<file path="src/rtl/stk_guard_pkg.sv">
`timescale 1ns/1ps
package stk_guard_pkg;
   typedef enum logic [1:0] {
      OP_DPUSH = 2'b00,
      OP_DPOP  = 2'b01,
      OP_RPUSH = 2'b10,
      OP_RPOP  = 2'b11
   } stk_op_e;

   typedef enum logic [2:0] {
      EXC_NONE      = 3'b000,
      EXC_NO_SP     = 3'b001,
      EXC_RANGE     = 3'b010,
      EXC_NOT_STACK = 3'b011,
      EXC_KIND      = 3'b100,
      EXC_PRIV      = 3'b101
   } stk_exc_e;

   localparam logic KIND_DATA  = 1'b0;
   localparam logic KIND_INSTR = 1'b1;
endpackage

</file>
<file path="src/rtl/stk_region_file.sv">
`timescale 1ns/1ps
module stk_region_file #(
   parameter int ADDR_W = 12,
   parameter int N_STK  = 4,
   parameter int IDX_W  = 2
) (
   input  logic              clk,
   input  logic              rst_n,
   input  logic              wr_en,
   input  logic [IDX_W-1:0]  wr_sel,
   input  logic [ADDR_W-1:0] wr_base,
   input  logic [ADDR_W-1:0] wr_limit,
   input  logic              wr_kind,
   input  logic [IDX_W-1:0]  rd_sel,
   output logic              rd_valid,
   output logic [ADDR_W-1:0] rd_base,
   output logic [ADDR_W-1:0] rd_limit,
   output logic              rd_kind
);
   logic [N_STK-1:0]             valid_all;
   logic [N_STK-1:0]             kind_all;
   logic [N_STK-1:0][ADDR_W-1:0] base_all;
   logic [N_STK-1:0][ADDR_W-1:0] limit_all;

   for (genvar g = 0; g < N_STK; g++) begin : g_rgn
      logic              vld_q;
      logic              kind_q;
      logic [ADDR_W-1:0] base_q;
      logic [ADDR_W-1:0] limit_q;

      always_ff @(posedge clk or negedge rst_n) begin
         if (!rst_n) begin
            vld_q   <= 1'b0;
            kind_q  <= 1'b0;
            base_q  <= '0;
            limit_q <= '0;
         end else if (wr_en && (wr_sel == IDX_W'(g))) begin
            vld_q   <= 1'b1;
            kind_q  <= wr_kind;
            base_q  <= wr_base;
            limit_q <= wr_limit;
         end
      end

      assign valid_all[g] = vld_q;
      assign kind_all[g]  = kind_q;
      assign base_all[g]  = base_q;
      assign limit_all[g] = limit_q;
   end

   always_comb begin
      rd_valid = 1'b0;
      rd_kind  = 1'b0;
      rd_base  = '0;
      rd_limit = '0;
      for (int i = 0; i < N_STK; i++) begin
         if (rd_sel == IDX_W'(i)) begin
            rd_valid = valid_all[i];
            rd_kind  = kind_all[i];
            rd_base  = base_all[i];
            rd_limit = limit_all[i];
         end
      end
   end
endmodule

</file>
<file path="src/rtl/stk_addr_calc.sv">
`timescale 1ns/1ps
module stk_addr_calc #(
   parameter int ADDR_W = 12,
   parameter int STEP   = 1
) (
   input  logic              is_pop,
   input  logic [ADDR_W-1:0] ptr,
   output logic [ADDR_W-1:0] acc_addr,
   output logic [ADDR_W-1:0] ptr_next,
   output logic              wrapped
);
   localparam logic [ADDR_W:0] STEP_X = (ADDR_W+1)'(STEP);

   logic [ADDR_W:0] down_x;
   logic [ADDR_W:0] up_x;

   assign down_x = {1'b0, ptr} - STEP_X;
   assign up_x   = {1'b0, ptr} + STEP_X;

   always_comb begin
      if (is_pop) begin
         acc_addr = ptr;
         ptr_next = up_x[ADDR_W-1:0];
         wrapped  = up_x[ADDR_W];
      end else begin
         acc_addr = down_x[ADDR_W-1:0];
         ptr_next = down_x[ADDR_W-1:0];
         wrapped  = down_x[ADDR_W];
      end
   end
endmodule

</file>
<file path="src/rtl/stk_rule_check.sv">
`timescale 1ns/1ps
module stk_rule_check
   import stk_guard_pkg::*;
#(
   parameter int ADDR_W = 12
) (
   input  logic              sp_tag,
   input  logic              mem_tag,
   input  logic [1:0]        op,
   input  logic              rgn_valid,
   input  logic              rgn_kind,
   input  logic [ADDR_W-1:0] rgn_base,
   input  logic [ADDR_W-1:0] rgn_limit,
   input  logic [ADDR_W-1:0] addr,
   input  logic              wrapped,
   output stk_exc_e          code
);
   logic wants_instr;
   logic outside;

   assign wants_instr = op[1];
   assign outside     = wrapped || (addr < rgn_base) || (addr > rgn_limit);

   always_comb begin
      if (!sp_tag)                        code = EXC_NO_SP;
      else if (!rgn_valid)                code = EXC_RANGE;
      else if (wants_instr != rgn_kind)   code = EXC_KIND;
      else if (outside)                   code = EXC_RANGE;
      else if (!mem_tag)                  code = EXC_NOT_STACK;
      else                                code = EXC_NONE;
   end
endmodule

</file>
<file path="src/rtl/stk_guard.sv">
`timescale 1ns/1ps
module stk_guard
   import stk_guard_pkg::*;
#(
   parameter int ADDR_W = 12,
   parameter int N_STK  = 4,
   parameter int STEP   = 1,
   localparam int IDX_W = (N_STK > 1) ? $clog2(N_STK) : 1
) (
   input  logic              clk,
   input  logic              rst_n,
   input  logic              kernel_mode,
   input  logic              cfg_we,
   input  logic [IDX_W-1:0]  cfg_sel,
   input  logic [ADDR_W-1:0] cfg_base,
   input  logic [ADDR_W-1:0] cfg_limit,
   input  logic              cfg_kind,
   input  logic              req_valid,
   input  logic [1:0]        req_op,
   input  logic [IDX_W-1:0]  req_sel,
   input  logic              req_sp_tag,
   input  logic [ADDR_W-1:0] req_ptr,
   input  logic              req_mem_tag,
   output logic              rsp_valid,
   output logic              rsp_grant,
   output logic [2:0]        rsp_code,
   output logic [ADDR_W-1:0] rsp_addr,
   output logic [ADDR_W-1:0] rsp_ptr_next
);
   if (ADDR_W < 4) begin : g_bad_addr_w
      $error("stk_guard: ADDR_W must be at least 4");
   end
   if (N_STK < 2) begin : g_bad_n_stk
      $error("stk_guard: N_STK must be at least 2");
   end
   if ((STEP < 1) || (STEP >= (1 << (ADDR_W - 1)))) begin : g_bad_step
      $error("stk_guard: STEP out of range for ADDR_W");
   end

   logic              priv_fault;
   logic              tbl_wr;
   logic              rgn_valid;
   logic              rgn_kind;
   logic [ADDR_W-1:0] rgn_base;
   logic [ADDR_W-1:0] rgn_limit;
   logic [ADDR_W-1:0] acc_addr;
   logic [ADDR_W-1:0] nxt_ptr;
   logic              wrapped;
   stk_exc_e          chk_code;

   assign priv_fault = cfg_we && !kernel_mode;
   assign tbl_wr     = cfg_we && kernel_mode;

   stk_region_file #(
      .ADDR_W (ADDR_W),
      .N_STK  (N_STK),
      .IDX_W  (IDX_W)
   ) rgn_i (
      .clk      (clk),
      .rst_n    (rst_n),
      .wr_en    (tbl_wr),
      .wr_sel   (cfg_sel),
      .wr_base  (cfg_base),
      .wr_limit (cfg_limit),
      .wr_kind  (cfg_kind),
      .rd_sel   (req_sel),
      .rd_valid (rgn_valid),
      .rd_base  (rgn_base),
      .rd_limit (rgn_limit),
      .rd_kind  (rgn_kind)
   );

   stk_addr_calc #(
      .ADDR_W (ADDR_W),
      .STEP   (STEP)
   ) calc_i (
      .is_pop   (req_op[0]),
      .ptr      (req_ptr),
      .acc_addr (acc_addr),
      .ptr_next (nxt_ptr),
      .wrapped  (wrapped)
   );

   stk_rule_check #(
      .ADDR_W (ADDR_W)
   ) rule_i (
      .sp_tag    (req_sp_tag),
      .mem_tag   (req_mem_tag),
      .op        (req_op),
      .rgn_valid (rgn_valid),
      .rgn_kind  (rgn_kind),
      .rgn_base  (rgn_base),
      .rgn_limit (rgn_limit),
      .addr      (acc_addr),
      .wrapped   (wrapped),
      .code      (chk_code)
   );

   always_ff @(posedge clk or negedge rst_n) begin
      if (!rst_n) begin
         rsp_valid    <= 1'b0;
         rsp_grant    <= 1'b0;
         rsp_code     <= EXC_NONE;
         rsp_addr     <= '0;
         rsp_ptr_next <= '0;
      end else if (priv_fault) begin
         rsp_valid    <= 1'b1;
         rsp_grant    <= 1'b0;
         rsp_code     <= EXC_PRIV;
         rsp_addr     <= '0;
         rsp_ptr_next <= req_ptr;
      end else if (req_valid) begin
         rsp_valid    <= 1'b1;
         rsp_grant    <= (chk_code == EXC_NONE);
         rsp_code     <= chk_code;
         rsp_addr     <= (chk_code == EXC_NONE) ? acc_addr : '0;
         rsp_ptr_next <= (chk_code == EXC_NONE) ? nxt_ptr : req_ptr;
      end else begin
         rsp_valid    <= 1'b0;
         rsp_grant    <= 1'b0;
         rsp_code     <= EXC_NONE;
         rsp_addr     <= '0;
         rsp_ptr_next <= '0;
      end
   end
endmodule

</file>
<file path="config.mk">
export PLATFORM = sky130hd
export DESIGN_NAME = stk_guard
export DESIGN_NICKNAME = d
export VERILOG_FILES = /design/src/rtl/stk_guard_pkg.sv /design/src/rtl/stk_region_file.sv /design/src/rtl/stk_addr_calc.sv /design/src/rtl/stk_rule_check.sv /design/src/rtl/stk_guard.sv
export SDC_FILE = /design/constraint.sdc
export NUM_CORES = 1
export LEC_CHECK = 0
export CAP_MARGIN = 0
export CORE_ASPECT_RATIO = 0.9
export CORE_MARGIN = 3
export CORE_UTILIZATION = 61
export DETAILED_ROUTE_END_ITERATION = 10
export PLACE_DENSITY_LB_ADDON = 0.25
export SLEW_MARGIN = 20
export SYNTH_ARGS = -nofsm -noshare
export SYNTH_HDL_FRONTEND = slang
export SYNTH_SLANG_ARGS = --single-unit
</file>
<file path="constraint.sdc">
create_clock -name clk -period 4.9 [get_ports clk]
set_input_delay 1.225 -clock clk [delete_from_list [all_inputs] [get_ports clk]]
set_output_delay 1.225 -clock clk [all_outputs]
set_load 0.05 [all_outputs]
</file>
Word-level counts from Yosys, hierarchy flattened
Cells that the tools add are included.
{"block": "totals", "reg_bits": 133, "in_bits": 50, "output_inout_bits": 29, "wordCells": 80}
{"block": "classes", "addsub": 2, "n_lt_le_gt_ge": 2, "eq_ne": 7, "muxes": 36, "n_reduce_logical": 12}
{"operator": "12-bit 2-to-1 mux", "count": 16}
{"operator": "3-bit 2-to-1 mux", "count": 6}
{"operator": "12-bit by 1-bit adder with 13-bit output, second input constant", "count": 1}
{"operator": "1-bit 2-to-1 mux", "count": 13}
{"operator": "12-bit by 1-bit subtractor with 13-bit output, second input constant", "count": 1}
{"operator": "12-bit greater-than comparator", "count": 1}
{"operator": "12-bit less-than comparator", "count": 1}
{"operator": "2-bit equality test, second input constant", "count": 4}
{"operator": "1-bit logical AND", "count": 6}
{"operator": "2-bit by 1-bit equality test with 1-bit output, second input constant", "count": 2}
{"operator": "2-bit logical NOT", "count": 2}
{"operator": "3-bit logical NOT", "count": 1}
{"operator": "1-bit logical OR", "count": 2}
{"operator": "2-bit 2-to-1 mux", "count": 1}
{"operator": "1-bit logical NOT", "count": 1}
{"operator": "1-bit inequality test", "count": 1}

Logic depth before layout (Yosys ltp)
Gate-level depths: netlist of the first run.
{"block": "logic_depth", "ltp_word": 16, "ltp_mapped": 15, "ltp_nobuf": 13}

Cells and area by module
A second synthesis of the first run with hierarchy kept.
{"block": "hier_totals", "cells_unflattened": 535, "area_unflattened_um2": 7075.5}
{"module": "stk_region_file", "n_inst": 1, "cells_per_inst": 252, "area_each_um2": 4500.6, "seq_area_each_um2": 2602.5}
{"module": "stk_guard", "n_inst": 1, "cells_per_inst": 112, "area_each_um2": 1348.8, "seq_area_each_um2": 725.7}
{"module": "stk_rule_check", "n_inst": 1, "cells_per_inst": 88, "area_each_um2": 640.6, "seq_area_each_um2": 0.0}
{"module": "stk_addr_calc", "n_inst": 1, "cells_per_inst": 83, "area_each_um2": 585.6, "seq_area_each_um2": 0.0}

Worst setup path before layout of the first run
OpenSTA, ideal clock, no wires.
{"block": "synth_timing", "path_kind": "input port to flip-flop", "from": "input port req_ptr[2]", "to": "register rsp_ptr_next[3]", "setup_time_ns": 0.123, "arrival_ns": 4.226, "required_time_ns": 4.777, "slack_ns": 0.550, "stages": 12, "path_buffers": 1, "cell_sequence": "clkbuf_1 or4_1 or2_1 nor3_2 xor2_1 ha_1 nand3_1 nor3_1 a2bb2oi_1 o211ai_4 or4_1 nor3b_1"}
{"block": "synth_between", "elab_chain_len": 13, "elab_cells_between_ends": 17, "cone_classes": "2 x add/sub; 2 x order compare; 10 x mux; 3 x reduce/logical"}
{"item": "start, declared", "line_no": "stk_guard.sv:22", "source": "input logic [ADDR_W-1:0] req_ptr,"}
{"item": "12-bit by 1-bit subtractor with 13-bit output", "line_no": "stk_addr_calc.sv:17", "source": "assign down_x = {1'b0, ptr} - STEP_X;"}
{"item": "12-bit 2-to-1 mux", "line_no": "stk_addr_calc.sv:21", "source": "if (is_pop) begin"}
{"item": "12-bit less-than comparator", "line_no": "stk_rule_check.sv:22", "source": "assign outside = wrapped || (addr < rgn_base) || (addr > rgn_limit);"}
{"item": "1-bit logical OR (2 in a row)", "line_no": "stk_rule_check.sv:22"}
{"item": "3-bit 2-to-1 mux", "line_no": "stk_rule_check.sv:28", "source": "else if (outside) code = EXC_RANGE;"}
{"item": "3-bit 2-to-1 mux", "line_no": "stk_rule_check.sv:27", "source": "else if (wants_instr != rgn_kind) code = EXC_KIND;"}
{"item": "3-bit 2-to-1 mux", "line_no": "stk_rule_check.sv:26", "source": "else if (!rgn_valid) code = EXC_RANGE;"}
{"item": "3-bit 2-to-1 mux", "line_no": "stk_rule_check.sv:25", "source": "if (!sp_tag) code = EXC_NO_SP;"}
{"item": "3-bit logical NOT", "line_no": "stk_guard.sv:117", "source": "rsp_ptr_next <= (chk_code == EXC_NONE) ? nxt_ptr : req_ptr;"}
{"item": "12-bit 2-to-1 mux (*)", "line_no": "stk_guard.sv:117"}
{"item": "12-bit 2-to-1 mux (*)", "line_no": "stk_guard.sv:112", "source": "end else if (req_valid) begin"}
{"item": "12-bit 2-to-1 mux (*)", "line_no": "stk_guard.sv:106", "source": "end else if (priv_fault) begin"}
{"item": "end signal, assigned", "line_no": "stk_guard.sv:111", "source": "rsp_ptr_next <= req_ptr;"}
{"item": "end signal, assigned", "line_no": "stk_guard.sv:117"}
{"item": "end, declared", "line_no": "stk_guard.sv:28", "source": "output logic [ADDR_W-1:0] rsp_ptr_next"}
Every way passes the cells marked *; elsewhere a longest branch is shown, timed or not.
A chain may end at the register's enable or synchronous reset.

Final worst setup path of the first run
{"block": "layout_timing", "from": "input port req_ptr[0]", "to": "register rsp_ptr_next[5]"}
Same word-level chain as after synthesis.

==> results of run 1 <==
==> worst paths after layout <==
path | to | slack, ns | cells after the start
worst max-delay path | rsp_ptr_next[5] | 0.19 | 13
worst min-delay path | rgn_i.g_rgn[2].vld_q | 0.47 | 1
worst max register to register | rsp_ptr_next[5] | 2.09 | 9
worst min register to register | rgn_i.g_rgn[2].vld_q | 0.47 | 1
max in group asynchronous | rgn_i.g_rgn[3].limit_q[10] | 3.20 | 2
min in group asynchronous | rsp_ptr_next[7] | 0.88 | 1
==> synthesized netlist by cell type (5+ instances only) <==
cell / n
xor2_1: 6
nor4_1: 5
or3_1: 5
nor3b_1: 12
a21oi_1: 19
o21ai_0: 8
and3_1: 5
dfrtp_1: 133
nand3_1: 9
ha_1: 27
mux4_2: 26
mux2_2: 100
a31oi_1: 8
nor2_1: 20
nor3_1: 14
o211ai_1: 7
nand2_1: 27
clkbuf_1: 25
nand4_1: 5
inv_1: 29
or4_1: 5
==> cells by family after synthesis <==
group / count (synthesis) / synth area share
DFF: 133 / 0.4846
xor gates and xnor gates: 9 / 0.01148
adders and majority gates: 27 / 0.04919
muxes: 126 / 0.2492
and+or+nand+nor: 129 / 0.1035
AOI/OAI and AO/OA: 66 / 0.06613
buffers and inverters: 62 / 0.03589
==> repair_timing <==
item	in CTS	in global routing
setup buffers	0	0
gates resized for setup	0	1
endpoints found under the setup margin	0	2
==> final cells by class <==
type                            instances  area [um^2]
Inverter                               29        108.9
Fill cell                             679         2252
Clock inverter                         13        125.1
Sequential cell                       133         3328
Tap cell                              152        190.2
Multi-Input combinational cell        357         3304
Timing Repair Buffer                  123         1149
Clock buffer                           19        442.9
==> through the flow <==
step | hold slack [ns] | instances | instance area (um^2) | worst slack (ns)
4_1_cts | 0.4671 | 826 | 8642 | 0.2966
2_1_floorplan | 0.4287 | 552 | 6868 | 0.5501
3_3_place_gp | 0.4453 | 794 | 8074 | -0.03669
6_report | 0.4661 | 826 | 8648 | 0.1949
3_5_place_dp | 0.4504 | 794 | 8074 | -0.07099
5_1_grt | 0.4771 | 826 | 8648 | 0.01283
==> placed cells by master (no fill, tap or decap), types with 19 or more instances in the layout <==
| cell type | instances |
|---|---|
| mux4_2 | 26 |
| nor2_1 | 20 |
| nand2_1 | 27 |
| a21oi_1 | 19 |
| clkdlybuf4s50_1 | 76 |
| ha_1 | 27 |
| mux2_2 | 100 |
| inv_1 | 29 |
| dfrtp_1 | 133 |
| buf_4 | 43 |
==> state kept, by name, indices dropped and copies added (netlist names) <==
name	cells
rsp_code	3
rgn_i.g_rgn.vld_q	4
rsp_valid	1
rsp_addr	12
rgn_i.g_rgn.base_q	48
rsp_ptr_next	12
rgn_i.g_rgn.kind_q	4
rgn_i.g_rgn.limit_q	48
rsp_grant	1
==> critical path, cell delays in order <==
cell and delay, ns:
clkdlybuf4s50_1 0.52, or4_1 0.62, or2_1 0.31, nor3_2 0.18, xor2_1 0.23, buf_4 0.16, ha_1 0.25, a21oi_1 0.22
o21ai_0 0.16, o31ai_1 0.43, buf_4 0.29, a31oi_1 0.11, nor3_1 0.29
==> power groups by stage <==
stage	Sequential, W	Combinational [W]	Clock, W
final	0.00140	0.000816	0.00121
after global routing	0.00141	0.000886	0.00127
after CTS	0.00139	0.000813	0.00122
after detailed placement	0.00141	0.000804	0
after global placement	0.00138	0.000768	0
after floorplan	0.00141	0.000495	0
==> metal layers <==
layer | track usage | part of all wire
met4 | 0.1146 | 0.028
met5 | 0 | 0
met3 | 0.06276 | 0.062
met1 | 0.3938 | 0.43
met2 | 0.4592 | 0.48
==> results_dict.tcl, run 1 <==
set metrics [dict create \
    yosys.area.top_type "dfrtp_1" \
    synth.distinct_cells 52 \
    first_pass_iters 6 \
    fin_util 0.7934 \
    clk_pin_slew_ns 0.06 \
    synth.top_cell.area_share 0.4846 \
    drive_gt1_frac 0.3205 \
    fp.coreArea_mm2 0.01090 \
    switching_share 0.2908 \
    track_usage 0.2889 \
    io_buffers 78 \
    grt_overflow 0 \
    drc 0 \
    fp-row-count 36 \
    maxCapViolCount 0 \
    drt_first_iter_violations 416 \
    setup_tns_ns 0 \
    worstHoldStart "rgn_i.g_rgn[2].vld_q" \
    fin_crit_sh 0.9602 \
    grt_max_degree 73 \
    crit_fanout 13 \
    chipWidth_um 117.8 \
    root_buffer "clkbuf_16" \
    final.min_clock_period_ns 4.705 \
    min_path_type "reg2reg" \
    wl_per_cell_um 20.61 \
    die_area_mm2 0.01257 \
    crit_type "in2reg" \
    clock_path_buffers 2 \
    power.leakage_nw 3.728 \
    status "completed" \
    cts_made_buffers 17 \
    postRouteAntennaNets 0 \
    pwr-share-comb 0.239 \
    synth_fp_nets 629 \
    grt_pass1_vias 5310 \
    drt-total-wl_um 17030 \
    critPathArrivalTime_ns 5.01 \
    p_seq_frac 0.408 \
    io_pins 79 \
    nets 738 \
    syn_inst 552 \
    maxSlewHeadroom 0.4836 \
    power.internal_w 0.002424 \
    synth_area_mm2 0.006868 \
    hold_viol_final 0 \
    ys.flop_type "dfrtp_1" \
    cp-end-kind "flip-flop" \
    num_vias 5058 \
    fin_total_pwr_w 0.003418 \
    tightestPinTransition_ns 0.7746 \
    antenna_found_initial 0 \
    rsz0062_at_grt "no" \
    async_flop_share 1.000 \
    r2r_start "rgn_i.g_rgn[3].limit_q[9]" \
    finalMaxSlewViolations 0 \
    ys_ff_latch 133 \
    htreeDepth 4 \
    start_util 0.6301 \
    cts_sinks 133 \
    required_ns 5.20 \
    avgSynthCellArea_um2 12.44 \
    yosysWarnings 0 \
    clkPwrFrac 0.353 \
    gp_congestion 0.9427 \
    skew_ns 0.007506 \
    clk_latency_ns 0.42 \
    grt_pass1_wl_um 28180 \
    p_switching_w 0.0009939 \
    setup_viol 0 \
    startpoint "req_ptr[0]" \
    dp_hpwl_um 12050 \
    cts_tree "done" \
    ys_seq_area_frac 0.4846 \
    synth_edf_count 0 \
    die_y_um 106.7 \
    start_kind "primary input" \
    antennaDiodeCount 0 \
    viasPerCell 6.123 \
    power.density_mw_per_mm2 395.2 \
    hold_buffers 0 \
    ir_worst_vdd_v 0.0003622 \
    max_freq_ghz 0.2125 \
    area_growth_pct 25.92 \
    yosys-top-cells-area "dfrtp_1 (48%), mux2_2 (16%), mux4_2 (8.5%)" \
]
Power figures use the tool's default switching activity.
==> run 2, diff against run 1 <==
--- a/config.mk
+++ b/config.mk
@@ -8,7 +8,7 @@
 export CAP_MARGIN = 0
 export CORE_ASPECT_RATIO = 0.9
 export CORE_MARGIN = 3
-export CORE_UTILIZATION = 61
+export CORE_UTILIZATION = 57
 export DETAILED_ROUTE_END_ITERATION = 10
 export PLACE_DENSITY_LB_ADDON = 0.25
 export SLEW_MARGIN = 20
==> constraint.sdc (replaced) <==
create_clock -name clk -period 5.05 [get_ports clk]
set_input_delay 1.2625 -clock clk [delete_from_list [all_inputs] [get_ports clk]]
set_output_delay 1.2625 -clock clk [all_outputs]
set_load 0.05 [all_outputs]
==> results_dict.tcl, run 2 (synthesis results as in run 1) <==
set metrics [dict create \
    postRouteAntennaNets 0 \
    fp.coreArea_mm2 0.01162 \
    tightestPinTransition_ns 1.097 \
    fp-row-count 37 \
    cpPeakStageDelay_ns 0.49 \
    rsz0062_at_grt "no" \
    num_vias 4841 \
    hold_viol_final 0 \
    start_kind "primary input" \
    required_ns 5.35 \
    maxSlewHeadroom 0.2666 \
    drc 0 \
    place_ws_ns 0.04469 \
    dp_hpwl_um 11640 \
    drive_gt1_frac 0.3035 \
    die_area_mm2 0.01340 \
    final_common_cell "dfrtp_1" \
    htreeDepth 4 \
    setup_viol 0 \
    cts_made_buffers 17 \
    finalMaxSlewViolations 0 \
    final_cell_mix "dfrtp_1 (133), mux2_2 (100), clkdlybuf4s50_1 (76), buf_4 (30), inv_1 (29)" \
    power.leakage_nw 3.666 \
    final.min_clock_period_ns 4.663 \
    grt_max_degree 75 \
    area_growth_pct 24.41 \
    cp-end-kind "flip-flop" \
    start_util 0.5910 \
    io_buffers 78 \
    clock_path_buffers 2 \
    fin_util 0.7353 \
    cts-resized-gates 0 \
    wl_per_cell_um 20.36 \
    cpMaxStageDelayCell "clkdlybuf4s50_1" \
    min_path_type "reg2reg" \
    antennaDiodeCount 0 \
    critical_path_buf_inv_count 4 \
    hold_buffers 0 \
    drt_first_iter_violations 323 \
    max_freq_ghz 0.2144 \
    io_pins 79 \
    post_cts_buffers 0 \
    nets 723 \
    die_y_um 110.1 \
    cts_tree "done" \
    grt_overflow 0 \
    chipWidth_um 121.7 \
    cts_sinks 133 \
    power.density_mw_per_mm2 392.4 \
    track_usage 0.2644 \
    antenna_found_initial 0 \
    fin_ws_ns 0.3866 \
    setup_tns_ns 0 \
    grt_pass1_vias 5040 \
    cp_cell_sequence "clkdlybuf4s50_1, inv_1, ha_1, or3b_1, or2_2, nand2_1, o21ai_0, ha_1, nand3_1, nor3_1, a2bb2oi_1, buf_4, o211a_1, nand2_1, buf_4, nor3b_1" \
    crit_type "in2reg" \
    status "completed" \
    first_pass_iters 5 \
    fin_crit_sh 0.9235 \
    grt_pass1_wl_um 26680 \
    root_buffer "clkbuf_16" \
    ir_worst_vdd_v 0.0003265 \
    critical_path.top_delay_family "simple AND/OR/NAND/NOR gates" \
    maxCapViolCount 0 \
    skew_ns 0.008836 \
    reg.largest.list "rgn_i.g_rgn.base_q x48, rgn_i.g_rgn.limit_q x48" \
    crit_fanout 12 \
    viasPerCell 5.940 \
    drt-total-wl_um 16590 \
    clk_pin_slew_ns 0.06 \
    critPathArrivalTime_ns 4.96 \
    gp_congestion 0.9326 \
    clk_latency_ns 0.43 \
]
run 2: changes by cell type in the layout (fill, tap and decap cells not counted), moves of 2 or more:
cell | before | now
buf_4 | 43 | 30
clkbuf_8 | 1 | 4
buf_12 | 3 | 1
clkinv_4 | 3 | 1
run 2: metal layers:
layer / share of wire / vias up / global-route usage
met3: 0.056 / 27 / 0.06684
li1: - / 2225 / -
met2: 0.49 / 151 / 0.4312
met1: 0.44 / 2438 / 0.3504
met4: 0.017 / 0 / 0.08720
met5: 0 / - / 0
run 2: area by class of cell:
cell class | instances | area [um^2]
sequential | 133 | 3328
multi-input combinational | 357 | 3298
fill | 752 | 3075
timing repair buffer | 108 | 1011
clock buffer | 22 | 484.2
tap | 156 | 195.2
clock inverter | 10 | 118.9
inverter | 29 | 108.9
run 2: worst reg2reg max path, delay by kind of cell, from the launching register on:
| family | cells | cell delay (ns) |
|---|---|---|
| adders and majority gates | 1 | 0.24 |
| DFF | 1 | 0.37 |
| buffers and inverters | 3 | 0.46 |
| muxes | 1 | 0.48 |
| AOI/OAI and AO/OA | 6 | 1.11 |
run 2: path summary, 6_finish.rpt:
| kind | depth (start not counted) | slack (ns) | from | to |
|---|---|---|---|---|
| setup reg to reg | 11 | 2.25 | rgn_i.g_rgn[3].base_q[7] | rsp_ptr_next[9] |
| setup / recovery | 16 | 0.39 | req_ptr[0] | rsp_addr[5] |
| hold / removal | 1 | 0.48 | rgn_i.g_rgn[1].vld_q | rgn_i.g_rgn[1].vld_q |
| max in group asynchronous | 2 | 3.10 | rst_n | rgn_i.g_rgn[0].base_q[0] |
| min in group asynchronous | 1 | 0.97 | rst_n | rsp_ptr_next[1] |
| hold reg to reg | 1 | 0.48 | rgn_i.g_rgn[1].vld_q | rgn_i.g_rgn[1].vld_q |
run 2: metrics by stage:
stage	total power (W)	cell area, um^2	instances	hold WS, ns
2_1_floorplan	0.001851	6868	552	0.4287
3_3_place_gp	0.002077	7941	783	0.4440
3_5_place_dp	0.002124	7941	783	0.4548
4_1_cts	0.003371	8544	815	0.4734
5_1_grt	0.003511	8544	815	0.5005
6_report	0.003353	8544	815	0.4752
run 2: power by group:
group,internal [W],total (W),switching [W]
logic,0.000390,0.000768,0.000378
registers,0.00126,0.00135,0.0000928
clock network,0.000780,0.00124,0.000456
==> run 3, diff against run 2 <==
--- a/config.mk
+++ b/config.mk
@@ -8,10 +8,11 @@
 export CAP_MARGIN = 0
 export CORE_ASPECT_RATIO = 0.9
 export CORE_MARGIN = 3
-export CORE_UTILIZATION = 57
+export CORE_UTILIZATION = 51
 export DETAILED_ROUTE_END_ITERATION = 10
 export PLACE_DENSITY_LB_ADDON = 0.25
 export SLEW_MARGIN = 20
 export SYNTH_ARGS = -nofsm -noshare
 export SYNTH_HDL_FRONTEND = slang
 export SYNTH_SLANG_ARGS = --single-unit
+export TNS_END_PERCENT = 1
==> constraint.sdc (replaced) <==
create_clock -name clk -period 3.8 [get_ports clk]
set_input_delay 0.95 -clock clk [delete_from_list [all_inputs] [get_ports clk]]
set_output_delay 0.95 -clock clk [all_outputs]
set_load 0.05 [all_outputs]
==> results_dict.tcl, run 3 (synthesis results as in run 1) <==
set metrics [dict create \
    drive_gt1_frac 0.3974 \
    startpoint "req_ptr[1]" \
    grt_pass1_wl_um 28230 \
    start_kind "primary input" \
    dpl.cell_count 830 \
    grt_overflow 0 \
    hold_viol_final 0 \
    die_y_um 116.1 \
    drc 0 \
    area_growth_pct 32.63 \
    critPathArrivalTime_ns 4.00 \
    min_path_type "reg2reg" \
    drt-total-wl_um 17560 \
    max_freq_ghz 0.2697 \
    ir_worst_vdd_v 0.0005728 \
    die_area_mm2 0.01490 \
    cts_made_buffers 17 \
    fin_ws_ns 0.09215 \
    reg2reg_slack_ns 0.97 \
    crit_path_end "rsp_ptr_next[4]" \
    r2r_start "rgn_i.g_rgn[3].limit_q[1]" \
    clk_latency_ns 0.42 \
    clock_path_buffers 2 \
    chipWidth_um 128.3 \
    cts_sinks 133 \
    fin_crit_sh 0.9757 \
    gp_congestion 0.9593 \
    dp_hpwl_um 12330 \
    final_common_cell "dfrtp_1" \
    htreeDepth 4 \
    start_util 0.5311 \
    finalMaxSlewViolations 0 \
    maxCapViolCount 0 \
    power.leakage_nw 3.965 \
    crit_fanout 6 \
    tightestPinTransition_ns 0.7252 \
    ff2ff_path_depth 9 \
    fin_util 0.7044 \
    num_vias 5146 \
    power.density_mw_per_mm2 504.3 \
    viasPerCell 5.942 \
    grt_pass1_vias 5327 \
    antennaDiodeCount 0 \
    track_usage 0.2488 \
    root_buffer "clkbuf_16" \
    final_cell_mix "dfrtp_1 (133), mux2_2 (100), buf_4 (70), clkdlybuf4s50_1 (68), inv_1 (27)" \
    fin_total_pwr_w 0.004593 \
    cts_tree "done" \
    reg.largest.list "rgn_i.g_rgn.base_q x48, rgn_i.g_rgn.limit_q x48" \
    nets 769 \
    io_buffers 78 \
    maxSlewHeadroom 0.5165 \
    skew_ns 0.006719 \
    wl_per_cell_um 20.27 \
    io_pins 79 \
    crit_type "in2reg" \
    first_pass_iters 6 \
    final.min_clock_period_ns 3.708 \
    antenna_found_initial 0 \
    timing.rr.end "rsp_ptr_next[4]" \
    drt_first_iter_violations 342 \
    postRouteAntennaNets 0 \
    required_ns 4.10 \
    rsz0062_at_grt "yes" \
    fp-row-count 39 \
    hold_buffers 0 \
    clk_pin_slew_ns 0.06 \
    instances_no_fill 866 \
    grt_max_degree 134 \
    setup_viol 0 \
    status "completed" \
    cp-end-kind "flip-flop" \
    place_ws_ns -0.7847 \
    fp.coreArea_mm2 0.01293 \
]
run 3: layout make-up:
| cell class | count | area, um^2 |
|---|---|---|
| Fill cell | 890 | 3822 |
| Clock inverter | 8 | 125.1 |
| Inverter | 29 | 108.9 |
| Timing Repair Buffer | 154 | 1394 |
| Clock buffer | 21 | 470.5 |
| Sequential cell | 133 | 3328 |
| Tap cell | 164 | 205.2 |
| Multi-Input combinational cell | 357 | 3477 |
run 3: worst min-delay path by stage:
stage / endpoint / cells past startpoint / slack (ns) / start
2_1_floorplan: rgn_i.g_rgn[2].vld_q / 1 / 0.43 / rgn_i.g_rgn[2].vld_q
3_3_place_gp: rgn_i.g_rgn[1].vld_q / 1 / 0.45 / rgn_i.g_rgn[1].vld_q
3_5_place_dp: rgn_i.g_rgn[2].vld_q / 1 / 0.45 / rgn_i.g_rgn[2].vld_q
4_1_cts: rgn_i.g_rgn[2].vld_q / 1 / 0.47 / rgn_i.g_rgn[2].vld_q
5_1_grt: rgn_i.g_rgn[2].base_q[7] / 1 / 0.51 / rgn_i.g_rgn[2].base_q[7]
6_report: rgn_i.g_rgn[2].vld_q / 1 / 0.47 / rgn_i.g_rgn[2].vld_q
run 3: critical path, stage by stage:
cell and delay (ns):
buf_2 0.14, inv_2 0.06, ha_2 0.17, or3b_4 0.41, nor3_4 0.20, nor3b_4 0.27, xor2_1 0.10, buf_4 0.17
ha_4 0.26, nand4_1 0.11, o31a_1 0.32, o31a_1 0.15, or4_1 0.53, nor3b_2 0.17
run 3: where the power goes:
group          internal, W  switching (W)
clock network      0.00107       0.000591
logic             0.000592       0.000548
registers          0.00167       0.000120
run 3: metal layers:
metal	GRT usage	part of all wire	vias up
li1	-	-	2311
met1	0.3381	0.45	2606
met2	0.3981	0.47	188
met3	0.05533	0.053	41
met4	0.08982	0.026	0
met5	0	0	-
run 3: through the flow:
stage                TNS [ns]  hold WS [ns]  cell area, um^2
floorplan            -0.07367        0.4287             6944
global placement       -18.07        0.4452             8351
detailed placement     -17.61        0.4504             8351
CTS                         0        0.4665             9000
global route        -0.007229        0.5076             9109
finish                      0        0.4697             9109
run 3: timing repair:
action | in CTS | in global routing
pin swaps | 14 | 19
setup endpoints to repair | 27 | 27
gates resized for setup | 20 | 28
setup buffers | 2 | 6
